**src/rtl/sru_pkg.sv**
```systemverilog
// Package: shared operand selector and decoded-operation types for the
// shift/rotate unit. Assumes the select code sits in a 2-bit field.
package sru_pkg;

    typedef enum logic [1:0] {
        SEL_NONE = 2'b00,
        SEL_AC   = 2'b01,
        SEL_IO   = 2'b10,
        SEL_BOTH = 2'b11
    } sel_e;

    typedef struct packed {
        logic right;   // 1 = move toward bit 0
        logic arith;   // 1 = sign-keeping shift, 0 = rotate
        sel_e sel;     // operand selection
    } op_t;

endpackage

```
**src/rtl/sru_decode.sv**
```systemverilog
// Module: splits the variation field into direction, kind and operand select,
// and counts the ones in the step mask.
// Assumes field layout {dir, arith, sel[1:0], mask[MASK_W-1:0]}.
module sru_decode #(
    parameter int MASK_W = 9,
    localparam int FIELD_W = MASK_W + 4,
    localparam int CNT_W   = $clog2(MASK_W + 1)
) (
    input  logic [FIELD_W-1:0] field,
    output sru_pkg::op_t       op,
    output logic [CNT_W-1:0]   steps
);
    import sru_pkg::*;

    // Field split into the decoded operation.
    always_comb begin
        op.right = field[MASK_W+3];
        op.arith = field[MASK_W+2];
        op.sel   = sel_e'(field[MASK_W+1:MASK_W]);
    end

    // Population count of the step mask.
    always_comb begin
        steps = '0;
        for (int b = 0; b < MASK_W; b++) begin
            steps = steps + CNT_W'(field[b]);
        end
    end

endmodule

```
**src/rtl/sru_step.sv**
```systemverilog
// Module: one-position move of a W-bit one's complement word: rotate left or
// right, or sign-keeping arithmetic shift left or right.
// Assumes W >= 3 and that bit W-1 is the sign.
module sru_step #(
    parameter int W = 18
) (
    input  logic [W-1:0] x,
    input  logic         right,
    input  logic         arith,
    output logic [W-1:0] y
);

    // Select the one-step result for the requested kind and direction.
    always_comb begin
        unique case ({arith, right})
            2'b00:   y = {x[W-2:0], x[W-1]};
            2'b01:   y = {x[0], x[W-1:1]};
            2'b10:   y = {x[W-1], x[W-3:0], x[W-1]};
            default: y = {x[W-1], x[W-1], x[W-2:1]};
        endcase
    end

endmodule

```
**src/rtl/sru_ctrl.sv**
```systemverilog
// Module: step sequencer. Accepts a start while idle, loads the remaining
// count, runs one step per clock, and pulses done after the last step
// (or at once for a zero count). Assumes steps <= 2**CNT_W - 1.
module sru_ctrl #(
    parameter int CNT_W = 4
) (
    input  logic             clk,
    input  logic             rst_n,
    input  logic             start,
    input  logic [CNT_W-1:0] steps,
    output logic             accept,
    output logic             busy,
    output logic             done
);

    logic [CNT_W-1:0] remain;

    // A start counts only while idle.
    assign accept = start && !busy;

    // Countdown of the remaining steps, with busy and done flags.
    always_ff @(posedge clk) begin
        if (!rst_n) begin
            busy   <= 1'b0;
            done   <= 1'b0;
            remain <= '0;
        end else begin
            done <= 1'b0;
            if (!busy) begin
                if (start) begin
                    if (steps == '0) begin
                        done <= 1'b1;
                    end else begin
                        busy   <= 1'b1;
                        remain <= steps;
                    end
                end
            end else begin
                remain <= remain - CNT_W'(1);
                if (remain == CNT_W'(1)) begin
                    busy <= 1'b0;
                    done <= 1'b1;
                end
            end
        end
    end

    // done is never high while steps remain.
    a_r3_done_not_busy: assert property (@(posedge clk) disable iff (!rst_n)
        done |-> !busy);

    // the count falls by one each busy cycle and busy holds until the end.
    a_r3_countdown: assert property (@(posedge clk) disable iff (!rst_n)
        (busy && remain > CNT_W'(1)) |=> (busy && remain == $past(remain) - CNT_W'(1)));

    // an accepted zero count gives done at once without going busy.
    a_r4_zero_count: assert property (@(posedge clk) disable iff (!rst_n)
        (start && !busy && steps == '0) |=> (done && !busy));

    // a start while busy does not reload the count.
    a_r10_start_ignored: assert property (@(posedge clk) disable iff (!rst_n)
        (busy && start) |=> (remain == $past(remain) - CNT_W'(1)));

endmodule

```
**src/rtl/shift_rotate_unit.sv**
```systemverilog
// Module: counted shift/rotate unit for an accumulator word and an in-out
// word, alone or joined as {ac, io}. Holds both words, latches the decoded
// operation on an accepted start and applies one step per clock.
// Assumes WORD_W >= 3; vector bit WORD_W-1 is the sign of each word.
module shift_rotate_unit #(
    parameter int WORD_W = 18,
    parameter int MASK_W = 9,
    localparam int FIELD_W = MASK_W + 4,
    localparam int CNT_W   = $clog2(MASK_W + 1),
    localparam int PAIR_W  = 2 * WORD_W
) (
    input  logic               clk,
    input  logic               rst_n,
    input  logic               start,
    input  logic [FIELD_W-1:0] field,
    input  logic               load,
    input  logic [WORD_W-1:0]  load_ac,
    input  logic [WORD_W-1:0]  load_io,
    output logic               busy,
    output logic               done,
    output logic [WORD_W-1:0]  ac,
    output logic [WORD_W-1:0]  io
);
    import sru_pkg::*;

    op_t              op_dec;
    op_t              op_q;
    logic [CNT_W-1:0] steps;
    logic             accept;
    logic [WORD_W-1:0] ac_next;
    logic [WORD_W-1:0] io_next;
    logic [PAIR_W-1:0] pair_next;

    sru_decode #(.MASK_W(MASK_W)) u_decode (
        .field (field),
        .op    (op_dec),
        .steps (steps)
    );

    sru_ctrl #(.CNT_W(CNT_W)) u_ctrl (
        .clk    (clk),
        .rst_n  (rst_n),
        .start  (start),
        .steps  (steps),
        .accept (accept),
        .busy   (busy),
        .done   (done)
    );

    sru_step #(.W(WORD_W)) u_step_ac (
        .x (ac), .right (op_q.right), .arith (op_q.arith), .y (ac_next)
    );

    sru_step #(.W(WORD_W)) u_step_io (
        .x (io), .right (op_q.right), .arith (op_q.arith), .y (io_next)
    );

    sru_step #(.W(PAIR_W)) u_step_pair (
        .x ({ac, io}), .right (op_q.right), .arith (op_q.arith), .y (pair_next)
    );

    // Latch the decoded operation when a start is accepted.
    always_ff @(posedge clk) begin
        if (!rst_n) begin
            op_q <= '0;
        end else if (accept) begin
            op_q <= op_dec;
        end
    end

    // Word registers: one step per busy cycle, parallel load while idle.
    always_ff @(posedge clk) begin
        if (!rst_n) begin
            ac <= '0;
            io <= '0;
        end else if (busy) begin
            unique case (op_q.sel)
                SEL_AC:   ac <= ac_next;
                SEL_IO:   io <= io_next;
                SEL_BOTH: {ac, io} <= pair_next;
                default:  ;
            endcase
        end else if (load) begin
            ac <= load_ac;
            io <= load_io;
        end
    end

    // with no load and no step, both words hold.
    a_r2_idle_hold: assert property (@(posedge clk) disable iff (!rst_n)
        (!busy && !load) |=> ($stable(ac) && $stable(io)));

    // an accumulator-only operation leaves the in-out word alone.
    a_r5_io_untouched: assert property (@(posedge clk) disable iff (!rst_n)
        (busy && op_q.sel == SEL_AC) |=> $stable(io));

    // an arithmetic move on the accumulator keeps its sign.
    a_r7_sign_kept: assert property (@(posedge clk) disable iff (!rst_n)
        (busy && op_q.arith && op_q.sel == SEL_AC) |=> (ac[WORD_W-1] == $past(ac[WORD_W-1])));

    // a joined rotate neither gains nor loses a one.
    a_r9_ring_ones: assert property (@(posedge clk) disable iff (!rst_n)
        (busy && !op_q.arith && op_q.sel == SEL_BOTH) |=>
            ($countones({ac, io}) == $countones($past({ac, io}))));

endmodule

```
**config.mk**
```make
export PLATFORM = sky130hd
export DESIGN_NAME = shift_rotate_unit
export DESIGN_NICKNAME = d
export VERILOG_FILES = /design/src/rtl/sru_pkg.sv /design/src/rtl/sru_decode.sv /design/src/rtl/sru_step.sv /design/src/rtl/sru_ctrl.sv /design/src/rtl/shift_rotate_unit.sv
export SDC_FILE = /design/constraint.sdc
export NUM_CORES = 1
export LEC_CHECK = 0
export BUFFER_PORTS_ARGS = -buffer_cell sky130_fd_sc_hd__buf_2
export CAP_MARGIN = 20
export CORE_MARGIN = 2
export CORE_UTILIZATION = 45
export CTS_BUF_LIST = sky130_fd_sc_hd__clkbuf_4 sky130_fd_sc_hd__clkbuf_8 sky130_fd_sc_hd__clkbuf_16
export CTS_CLUSTER_DIAMETER = 50
export DETAILED_ROUTE_END_ITERATION = 16
export HOLD_SLACK_MARGIN = 0.08
export PLACE_DENSITY = 0.73
export SKIP_CTS_REPAIR_TIMING = 1
export SLEW_MARGIN = 20
export SYNTH_ARGS = -nofsm -noshare
export SYNTH_HDL_FRONTEND = slang
export SYNTH_SLANG_ARGS = --single-unit
```
**constraint.sdc**
```tcl
create_clock -name clk -period 6.9 [get_ports clk]
set_input_delay 0.69 -clock clk [delete_from_list [all_inputs] [get_ports clk]]
set_output_delay 0.69 -clock clk [all_outputs]
set_load 0.05 [all_outputs]
```
==> results of run 1 <==
routing by layer:
layer	GRT usage [%]	part of all wire, %	wire length [microns]
met5	0	0	0
met4	5.68	0.74	51
met3	2.37	4.7	326
met2	33.4	49	3400
met1	24.2	45	3150
worst min path at each step:
stage                                       start                             to  slack, ns  depth (start not counted)
floorplan           u_ctrl.remain[1]$_SDFFE_PN0P_  u_ctrl.remain[1]$_SDFFE_PN0P_       0.45                          2
global placement    u_ctrl.remain[1]$_SDFFE_PN0P_  u_ctrl.remain[1]$_SDFFE_PN0P_       0.47                          2
detailed placement  u_ctrl.remain[1]$_SDFFE_PN0P_  u_ctrl.remain[1]$_SDFFE_PN0P_       0.47                          2
CTS                 u_ctrl.remain[1]$_SDFFE_PN0P_  u_ctrl.remain[1]$_SDFFE_PN0P_       0.48                          2
global route        u_ctrl.remain[1]$_SDFFE_PN0P_  u_ctrl.remain[1]$_SDFFE_PN0P_       0.50                          2
finish              u_ctrl.remain[1]$_SDFFE_PN0P_  u_ctrl.remain[1]$_SDFFE_PN0P_       0.48                          2
stage by stage:
step | utilization [%] | area [sq um] | worst slack (ns) | std cells | power (uW)
3_5_place_dp | 51.5 | 3460 | 2.78 | 454 | 801
2_1_floorplan | - | 3100 | 3.03 | 308 | 719
3_3_place_gp | 51.5 | 3460 | 2.87 | 454 | 788
5_1_grt | 53.2 | 3580 | 2.91 | 462 | 1060
6_report | 53.2 | 3580 | 3.09 | 462 | 996
4_1_cts | 53.2 | 3580 | 3.09 | 462 | 1010
kinds of logic after synthesis:
kind of cell               share of synthesized area (%)
AOI/OAI and AO/OA                                   27.7
and+or+nand+nor                                     10.0
DFF                                                 29.7
buffers and inverters                               8.81
muxes                                               16.7
adders and majority gates                           6.46
xor gates and xnor gates                           0.566
critical path, stage by stage:
cell	delay (ns)
buf_2	0.10
ha_1	0.27
inv_1	0.07
fa_1	0.42
fa_1	0.52
fa_1	0.42
inv_1	0.07
ha_1	0.15
inv_1	0.05
fa_1	0.37
xor2_1	0.18
and3_1	0.23
o21a_1	0.17
o311a_1	0.28
sequential cells by signal, indices dropped and copies added (netlist names):
signal and cells:
u_ctrl.busy 1, u_ctrl.remain 4, io 18, ac 18
u_ctrl.done 1, op_q 4
final cells by class:
| type | instances | area [sq um] |
|---|---|---|
| Timing Repair Buffer | 92 | 465 |
| Inverter | 19 | 71.3 |
| Clock buffer | 7 | 83.8 |
| Multi-Input combinational cell | 217 | 1900 |
| Sequential cell | 46 | 923 |
| Tap cell | 80 | 100 |
| Clock inverter | 1 | 30.0 |
| Fill cell | 659 | 3140 |
power by group:
part | switching, uW | internal [uW]
clock | 87.8 | 116
combinational | 254 | 168
sequential | 61.4 | 308
total | 403 | 593
synthesized netlist by cell type, types with 5 or more instances:
master and instances:
nor2b_1 8, o21ai_0 6, buf_2 5, a22oi_2 11, o211a_1 33, nand2_1 38, buf_4 9, dfxtp_1 46
a22oi_1 21, mux2_4 31, fa_1 5, a21oi_1 8, ha_1 8, clkbuf_1 6, inv_1 19
==> results.toml, run 1 <==
[synth]
synth_cell_types = 43
syn_area_sq_um = 3100
synth_top_cell_by_area = "dfxtp_1"
synthArstFlopShare_pct = 0
yosysSeqAreaShare_pct = 29.7
synth_edf_count = 0
ys_ff_latch = 46
yosys_warnings = 0
avgSynthCellArea_sq_um = 10.1
synth_top_cells_by_area = "dfxtp_1, mux2_4, o211a_1"
synthesis.instances = 308
netlist.area_leader.share_pct = 29.7
ys.flop_type = "dfxtp_1"
synth_fp_nets = 374

[floorplan]
fp.dieH_microns = 87.0
die_w_microns = 87.0
fp.dieArea_sq_um = 7560
coreArea_sq_um = 6720
start_util_pct = 46.1
ioPinCount = 91
rows = 30

[critical_path]
crit_arrival_ns = 3.99
crit_start = "field[0]"
path_class = "input pin to register"
crit_path_end_kind = "register"
crit_end = "u_ctrl.remain[3]$_SDFFE_PN0P_"
startpoint_type = "input pin"
cp.required_ns = 7.08
worst-path-max-fanout = 4
r2r_start = "u_ctrl.busy$_SDFF_PN0_"
timing.rr.end = "io[16]$_SDFFE_PN0P_"
r2r.worst_path.cells = 4
r2r_slack_ns = 4.79

[clocking]
clkTransAtPathRegs_ns = 0.08
clk_path_buf_depth = 2
numCtsBuffers = 5
cts.sinks = 46
cts_tree = "done"
root_buffer = "clkbuf_8"
h-tree-depth = 2
insertion_delay_ns = 0.29

[sta]
tns_ns = 0
fin_worst_skew_ns = 0.00960
rsz0062_at_grt = "false"
setup_viol = 0
hold_slack_ns = 0.479
min_period_over_period_pct = 55.3
maxSlewHeadroom_pct = 43.6
maxSlewViolCount = 0
min_period_ns = 3.81
max_freq_mhz = 262
worst_pin_slew_ns = 0.846
finalHoldViolations = 0

[detailed_routing]
drtPass1Iterations = 4
antenna_left = 0
via_count = 2574
routedWlPerCell_microns = 15.0
drc = 0
initialDrtViolationCount = 98
wl_microns = 6930
viasPerCell = 5.57

[grt]
grt_max_degree = 48
first_global_vias = 2459
grt_pass1_wl_microns = 11600
overflow = 0
grt_util_all_layers_pct = 19.0
antenna_found_initial = 0

[cells_and_area]
layout-area-overhead-vs-synth_pct = 15.5
antennaDiodeCount = 0
final_cell_mix = "buf_2, dfxtp_1, nand2_1"
final_nets = 447
layout_commonest_cell = "buf_2"
drive_above_1_share_pct = 39.3

[place]
dp_hpwl_microns = 4870
place_congestion = 0.776
io_buffers = 90

[power_and_ir_drop]
powerDensity_nw_per_um2 = 278
max-vdd-ir-drop_uv = 134
leakage_uw = 0.00196

[hold_path]
hold_path.class = "register to register"

[run]
max-cap-violations = 0

[run_status]
status = "completed"
Power figures use the tool's default switching activity.
==> run 2, diff against run 1 <==
--- a/config.mk
+++ b/config.mk
@@ -13,7 +13,7 @@
 export CTS_CLUSTER_DIAMETER = 50
 export DETAILED_ROUTE_END_ITERATION = 16
 export HOLD_SLACK_MARGIN = 0.08
-export PLACE_DENSITY = 0.73
+export PLACE_DENSITY = 0.76
 export SKIP_CTS_REPAIR_TIMING = 1
 export SLEW_MARGIN = 20
 export SYNTH_ARGS = -nofsm -noshare
==> constraint.sdc (replaced) <==
create_clock -name clk -period 3.33 [get_ports clk]
set_input_delay 0.333 -clock clk [delete_from_list [all_inputs] [get_ports clk]]
set_output_delay 0.333 -clock clk [all_outputs]
set_load 0.05 [all_outputs]
==> run 2 against run 1 <==
  * Final cell count rose by 1.3%
  * Worst setup slack got worse by 3.1 ns
  * Clock skew fell by 0.0060 ns
  * Sequential share of layout area fell by 0.50 points
  * Cell area rose by 2.0%
  * Utilization rose by 1.1 points
  * Flip-flop and latch count did not move
  * Sequential power rose by 110%
  * Combinational power rose by 120%
  * Critical path depth did not move
  * Wire length rose by 2.6%
  * Clock-buffer cell count fell by 1
  * The run now ends with negative setup slack left
  * Critical endpoint unchanged
  * Highest routed layer unchanged
==> results.toml, run 2 (synthesized netlist as in run 1, its figures left out) <==
[run_status]
status = "complete, but fails checks"
violations = "negative setup slack"

[sta]
tns_ns = -0.00449
fin_worst_skew_ns = 0.00358
finalHoldViolations = 0
max_freq_mhz = 300
maxSlewHeadroom_pct = 46.1
setup_slack_ns = -0.00449
min_period_over_period_pct = 100
rsz0062_at_grt = "true"
setup_viol = 1
maxSlewViolCount = 0
worst_pin_slew_ns = 0.809
min_period_ns = 3.33

[grt]
grt_pass1_wl_microns = 11400
overflow = 0
antenna_found_initial = 0
grt_max_degree = 48
first_global_vias = 2452
grt_util_all_layers_pct = 18.7

[detailed_routing]
via_count = 2610
wl_microns = 7120
viasPerCell = 5.58
initialDrtViolationCount = 139
drc = 0
drtPass1Iterations = 4
antenna_left = 0
routedWlPerCell_microns = 15.2

[clocking]
clkTransAtPathRegs_ns = 0.09
cts.sinks = 46
h-tree-depth = 2
root_buffer = "clkbuf_8"
insertion_delay_ns = 0.30
numCtsBuffers = 5
cts_tree = "done"
clk_path_buf_depth = 2

[cells_and_area]
final_nets = 453
layout-area-overhead-vs-synth_pct = 17.8
stdcell_count = 468
final_cell_mix = "buf_2, dfxtp_1, nand2_1"
drive_above_1_share_pct = 42.3
top_regs = "ac: 18 flops, io: 18 flops"
antennaDiodeCount = 0
layout_commonest_cell = "buf_2"
final_util_pct = 54.3
fillers = 609

[power_and_ir_drop]
p_total_uw = 2050
leakage_uw = 0.00199
powerDensity_nw_per_um2 = 563
max-vdd-ir-drop_uv = 223

[critical_path]
timing.rr.end = "io[6]$_SDFFE_PN0P_"
r2r.worst_path.cells = 4
crit_path_end_kind = "register"
crit_start = "field[1]"
path_class = "input pin to register"
r2r_start = "u_ctrl.busy$_SDFF_PN0_"
crit_arrival_ns = 3.53
worst-path-max-fanout = 3
cp.required_ns = 3.52
startpoint_type = "input pin"
r2r_slack_ns = 1.25
crit_end = "u_ctrl.remain[3]$_SDFFE_PN0P_"

[place]
place_congestion = 0.765
dp_hpwl_microns = 4920
dp.cells = 458
io_buffers = 90

[floorplan]
fp.dieH_microns = 87.0
coreArea_sq_um = 6720
start_util_pct = 46.1
die_w_microns = 87.0
rows = 30
ioPinCount = 91
fp.dieArea_sq_um = 7560

[run]
max-cap-violations = 0

[hold_path]
hold_path.class = "input pin to register"
run 2: changes by cell type in the layout (fill, tap and decap cells not counted), moves of 2 or more:
cell / before / now
buf_6: 0 / 3
a21boi_0: 2 / 0
buf_4: 2 / 7
buf_2: 90 / 88
a21boi_1: 0 / 2
inv_1: 19 / 17
inv_2: 0 / 2
ha_1: 8 / 6
run 2: cell type report:
class	instances	area [sq um]	area share, %
clock inverters	2	13.8	0.377
repair buffers	98	527	14.4
inverters	19	71.3	1.95
flip-flops and latches	46	923	25.3
multi-input cells	217	1940	53.1
clock buffers	6	76.3	2.09
well taps	80	100	2.74
run 2: power by group:
| part | switching, uW | internal, uW |
|---|---|---|
| logic | 553 | 391 |
| clock network | 191 | 157 |
| registers | 124 | 639 |
run 2: per-layer routing:
layer,share of wire (%),vias to the layer above,GRT usage [%]
met2,47,76,32.1
li1,-,1278,-
met3,5.0,10,3.22
met4,1.3,0,5.68
met1,47,1246,23.8
met5,0,-,0
run 2: stage by stage:
| stage | worst slack [ns] | instance area [sq um] | hold WS, ns |
|---|---|---|---|
| 2_1_floorplan | -0.128 | 3110 | 0.448 |
| 3_3_place_gp | -0.268 | 3500 | 0.468 |
| 3_5_place_dp | -0.309 | 3500 | 0.478 |
| 4_1_cts | 0.0107 | 3590 | 0.276 |
| 5_1_grt | -0.125 | 3650 | 0.302 |
| 6_report | -0.00449 | 3650 | 0.288 |
run 2: worst min path at each step:
stage,from,slack [ns],cells after the start,endpoint
after floorplan,u_ctrl.remain[1]$_SDFFE_PN0P_,0.45,2,u_ctrl.remain[1]$_SDFFE_PN0P_
after global placement,u_ctrl.remain[1]$_SDFFE_PN0P_,0.47,2,u_ctrl.remain[1]$_SDFFE_PN0P_
after detailed placement,u_ctrl.remain[1]$_SDFFE_PN0P_,0.48,2,u_ctrl.remain[1]$_SDFFE_PN0P_
after CTS,field[9],0.28,3,op_q[0]$_SDFFE_PN0P_
after global routing,field[12],0.30,3,op_q[3]$_SDFFE_PN0P_
final,field[9],0.29,3,op_q[0]$_SDFFE_PN0P_
run 2: critical path: stages:
cell and delay, ns:
buf_6 0.10, ha_4 0.25, inv_2 0.03, fa_1 0.46, fa_1 0.53, fa_1 0.41, inv_1 0.06, ha_2 0.17
inv_2 0.04, fa_2 0.35, xor2_2 0.19, and3_4 0.17, o21a_1 0.16, o311a_1 0.27
==> run 3, diff against run 2 <==
--- a/config.mk
+++ b/config.mk
@@ -8,12 +8,12 @@
 export BUFFER_PORTS_ARGS = -buffer_cell sky130_fd_sc_hd__buf_2
 export CAP_MARGIN = 20
 export CORE_MARGIN = 2
-export CORE_UTILIZATION = 45
-export CTS_BUF_LIST = sky130_fd_sc_hd__clkbuf_4 sky130_fd_sc_hd__clkbuf_8 sky130_fd_sc_hd__clkbuf_16
+export CORE_UTILIZATION = 47
 export CTS_CLUSTER_DIAMETER = 50
 export DETAILED_ROUTE_END_ITERATION = 16
 export HOLD_SLACK_MARGIN = 0.08
-export PLACE_DENSITY = 0.76
+export PLACE_DENSITY = 0.79
+export SETUP_SLACK_MARGIN = 0.02
 export SKIP_CTS_REPAIR_TIMING = 1
 export SLEW_MARGIN = 20
 export SYNTH_ARGS = -nofsm -noshare
==> run 3 against run 2 <==
  * The run now ends clean
  * Worst setup slack improved by 0.053 ns
  * Wire length down 1.9%
  * Die area decreased by 4.1%
  * Via count decreased by 1.2%
  * Combinational power shrank 0.8%
  * Global-route usage up 0.50 points
  * Clock power fell by 3%
  * Worst hold slack gained 0.0068 ns
  * Clock-buffer cell count stayed put
  * Clock skew barely moved
  * Critical path type unchanged
  * Highest routed layer unchanged
==> results.toml, run 3 (synthesized netlist as in run 1, its figures left out) <==
[power_and_ir_drop]
comb_power_share_pct = 46.0
leakage_uw = 0.00197
switching_share_pct = 42.5
switchingPower_uw = 864
max-vdd-ir-drop_uv = 271
p_int_uw = 1170
p_total_uw = 2030
powerDensity_nw_per_um2 = 560
p_seq_share_pct = 37.4
p_clk_share_pct = 16.5

[clocking]
cts_tree = "done"
cts.sinks = 46
insertion_delay_ns = 0.29
h-tree-depth = 2
numCtsBuffers = 5
root_buffer = "clkbuf_8"
clk_path_buf_depth = 2
clkTransAtPathRegs_ns = 0.08

[critical_path]
crit_path_end_kind = "register"
max_stage_delay_ns = 0.51
r2r.worst_path.cells = 4
worst-path-max-fanout = 4
r2r_start = "u_ctrl.busy$_SDFF_PN0_"
cp.required_ns = 3.52
crit_cells = 13
cp.buffers_inverters = 4
crit_start = "field[1]"
crit_arrival_ns = 3.47
worst_path_max_delay_cell = "fa_1"
startpoint_type = "input pin"
path_class = "input pin to register"
r2r_slack_ns = 1.34
crit_chain = "buf_6, ha_4, inv_2, fa_1, fa_1, fa_1, inv_2, ha_4, inv_2, fa_2, and3_4, o21a_1, o311a_1"
critPathTopFamily = "adder cells"

[sta]
max_freq_mhz = 305
min_period_ns = 3.28
rsz0062_at_grt = "true"
finalHoldViolations = 0
worst_pin_slew_ns = 0.805
fin_worst_skew_ns = 0.00338
setup_slack_ns = 0.0489
setup_viol = 0
maxSlewViolCount = 0
maxSlewHeadroom_pct = 46.4
min_period_over_period_pct = 98.5

[detailed_routing]
antenna_left = 0
initialDrtViolationCount = 138
drc = 0
via_count = 2579
viasPerCell = 5.57
drtPass1Iterations = 4
routedWlPerCell_microns = 15.1
wl_microns = 6980

[place]
dpl_cell_area_sq_um = 3520
pre_cts_slack_ns = -0.324
io_buffers = 90
dp_hpwl_microns = 4930
dp.cells = 455
place_congestion = 0.776

[floorplan]
rows = 29
coreArea_sq_um = 6350
ioPinCount = 91
start_util_pct = 48.8
fp.dieArea_sq_um = 7250
fp.dieH_microns = 85.2
die_w_microns = 85.2

[cells_and_area]
drive_above_1_share_pct = 41.7
stdcell_count = 463
top_regs = "ac: 18 flops, io: 18 flops"
area.sequential_sq_um = 923
multi_input_area_sq_um = 1950
layout-area-overhead-vs-synth_pct = 17.3
fillers = 563
final_nets = 451
design_area_sq_um = 3630
layout_commonest_cell = "buf_2"
antennaDiodeCount = 0
final_cell_mix = "buf_2, dfxtp_1, nand2_1"

[grt]
overflow = 0
grt_pass1_wl_microns = 11400
grt_util_all_layers_pct = 19.2
antenna_found_initial = 0
first_global_vias = 2465
grt_max_degree = 48

[run]
max-cap-violations = 0

[hold_path]
hold_path_depth = 3
hold_path.class = "input pin to register"
min-delay-start = "field[11]"

[run_status]
status = "completed"
## run 3: power groups by stage
stage	sequential, uW	clock [uW]	combinational, uW
floorplan	959	0	547
CTS	758	349	926
finish	761	336	936
detailed placement	772	0	923
global route	775	366	1020
global placement	768	0	896
## run 3: worst reg2reg max path, cell delays in order (launching register included)
cell,delay (ns)
dfxtp_2,0.65
nand2_2,0.39
nand2_2,0.57
o21ai_0,0.16
a21oi_1,0.16
## run 3: layout make-up
| cell class | count | share of cell area, % |
|---|---|---|
| clock buffers | 6 | 2.00 |
| clock inverters | 2 | 0.379 |
| inverters | 19 | 1.96 |
| multi-input cells | 217 | 53.6 |
| flip-flops and latches | 46 | 25.4 |
| well taps | 77 | 2.65 |
| repair buffers | 96 | 14.0 |
## run 3: final timing paths
path,end
worst max-delay path,u_ctrl.remain[3]$_SDFFE_PN0P_
worst max register to register,io[0]$_SDFFE_PN0P_
worst min-delay path,op_q[2]$_SDFFE_PN0P_
worst min register to register,u_ctrl.remain[1]$_SDFFE_PN0P_
## run 3: per-stage QoR
step	TNS [ns]	hold WS (ns)	util (%)
CTS	-0.00683	0.290	56.7
global route	-0.0461	0.303	57.2
detailed placement	-1.44	0.487	55.4
finish	0	0.295	57.2
global placement	-0.831	0.472	55.4
floorplan	-0.0720	0.448	-
## run 3: routing by layer
layer | vias up | track usage [%] | wire [microns] | part of all wire (%)
met3 | 8 | 2.82 | 357 | 5.1
met5 | - | 0 | 0 | 0
met4 | 0 | 5.77 | 76 | 1.1
met2 | 82 | 33.8 | 3350 | 48
li1 | 1275 | - | - | -
met1 | 1214 | 24.2 | 3200 | 46
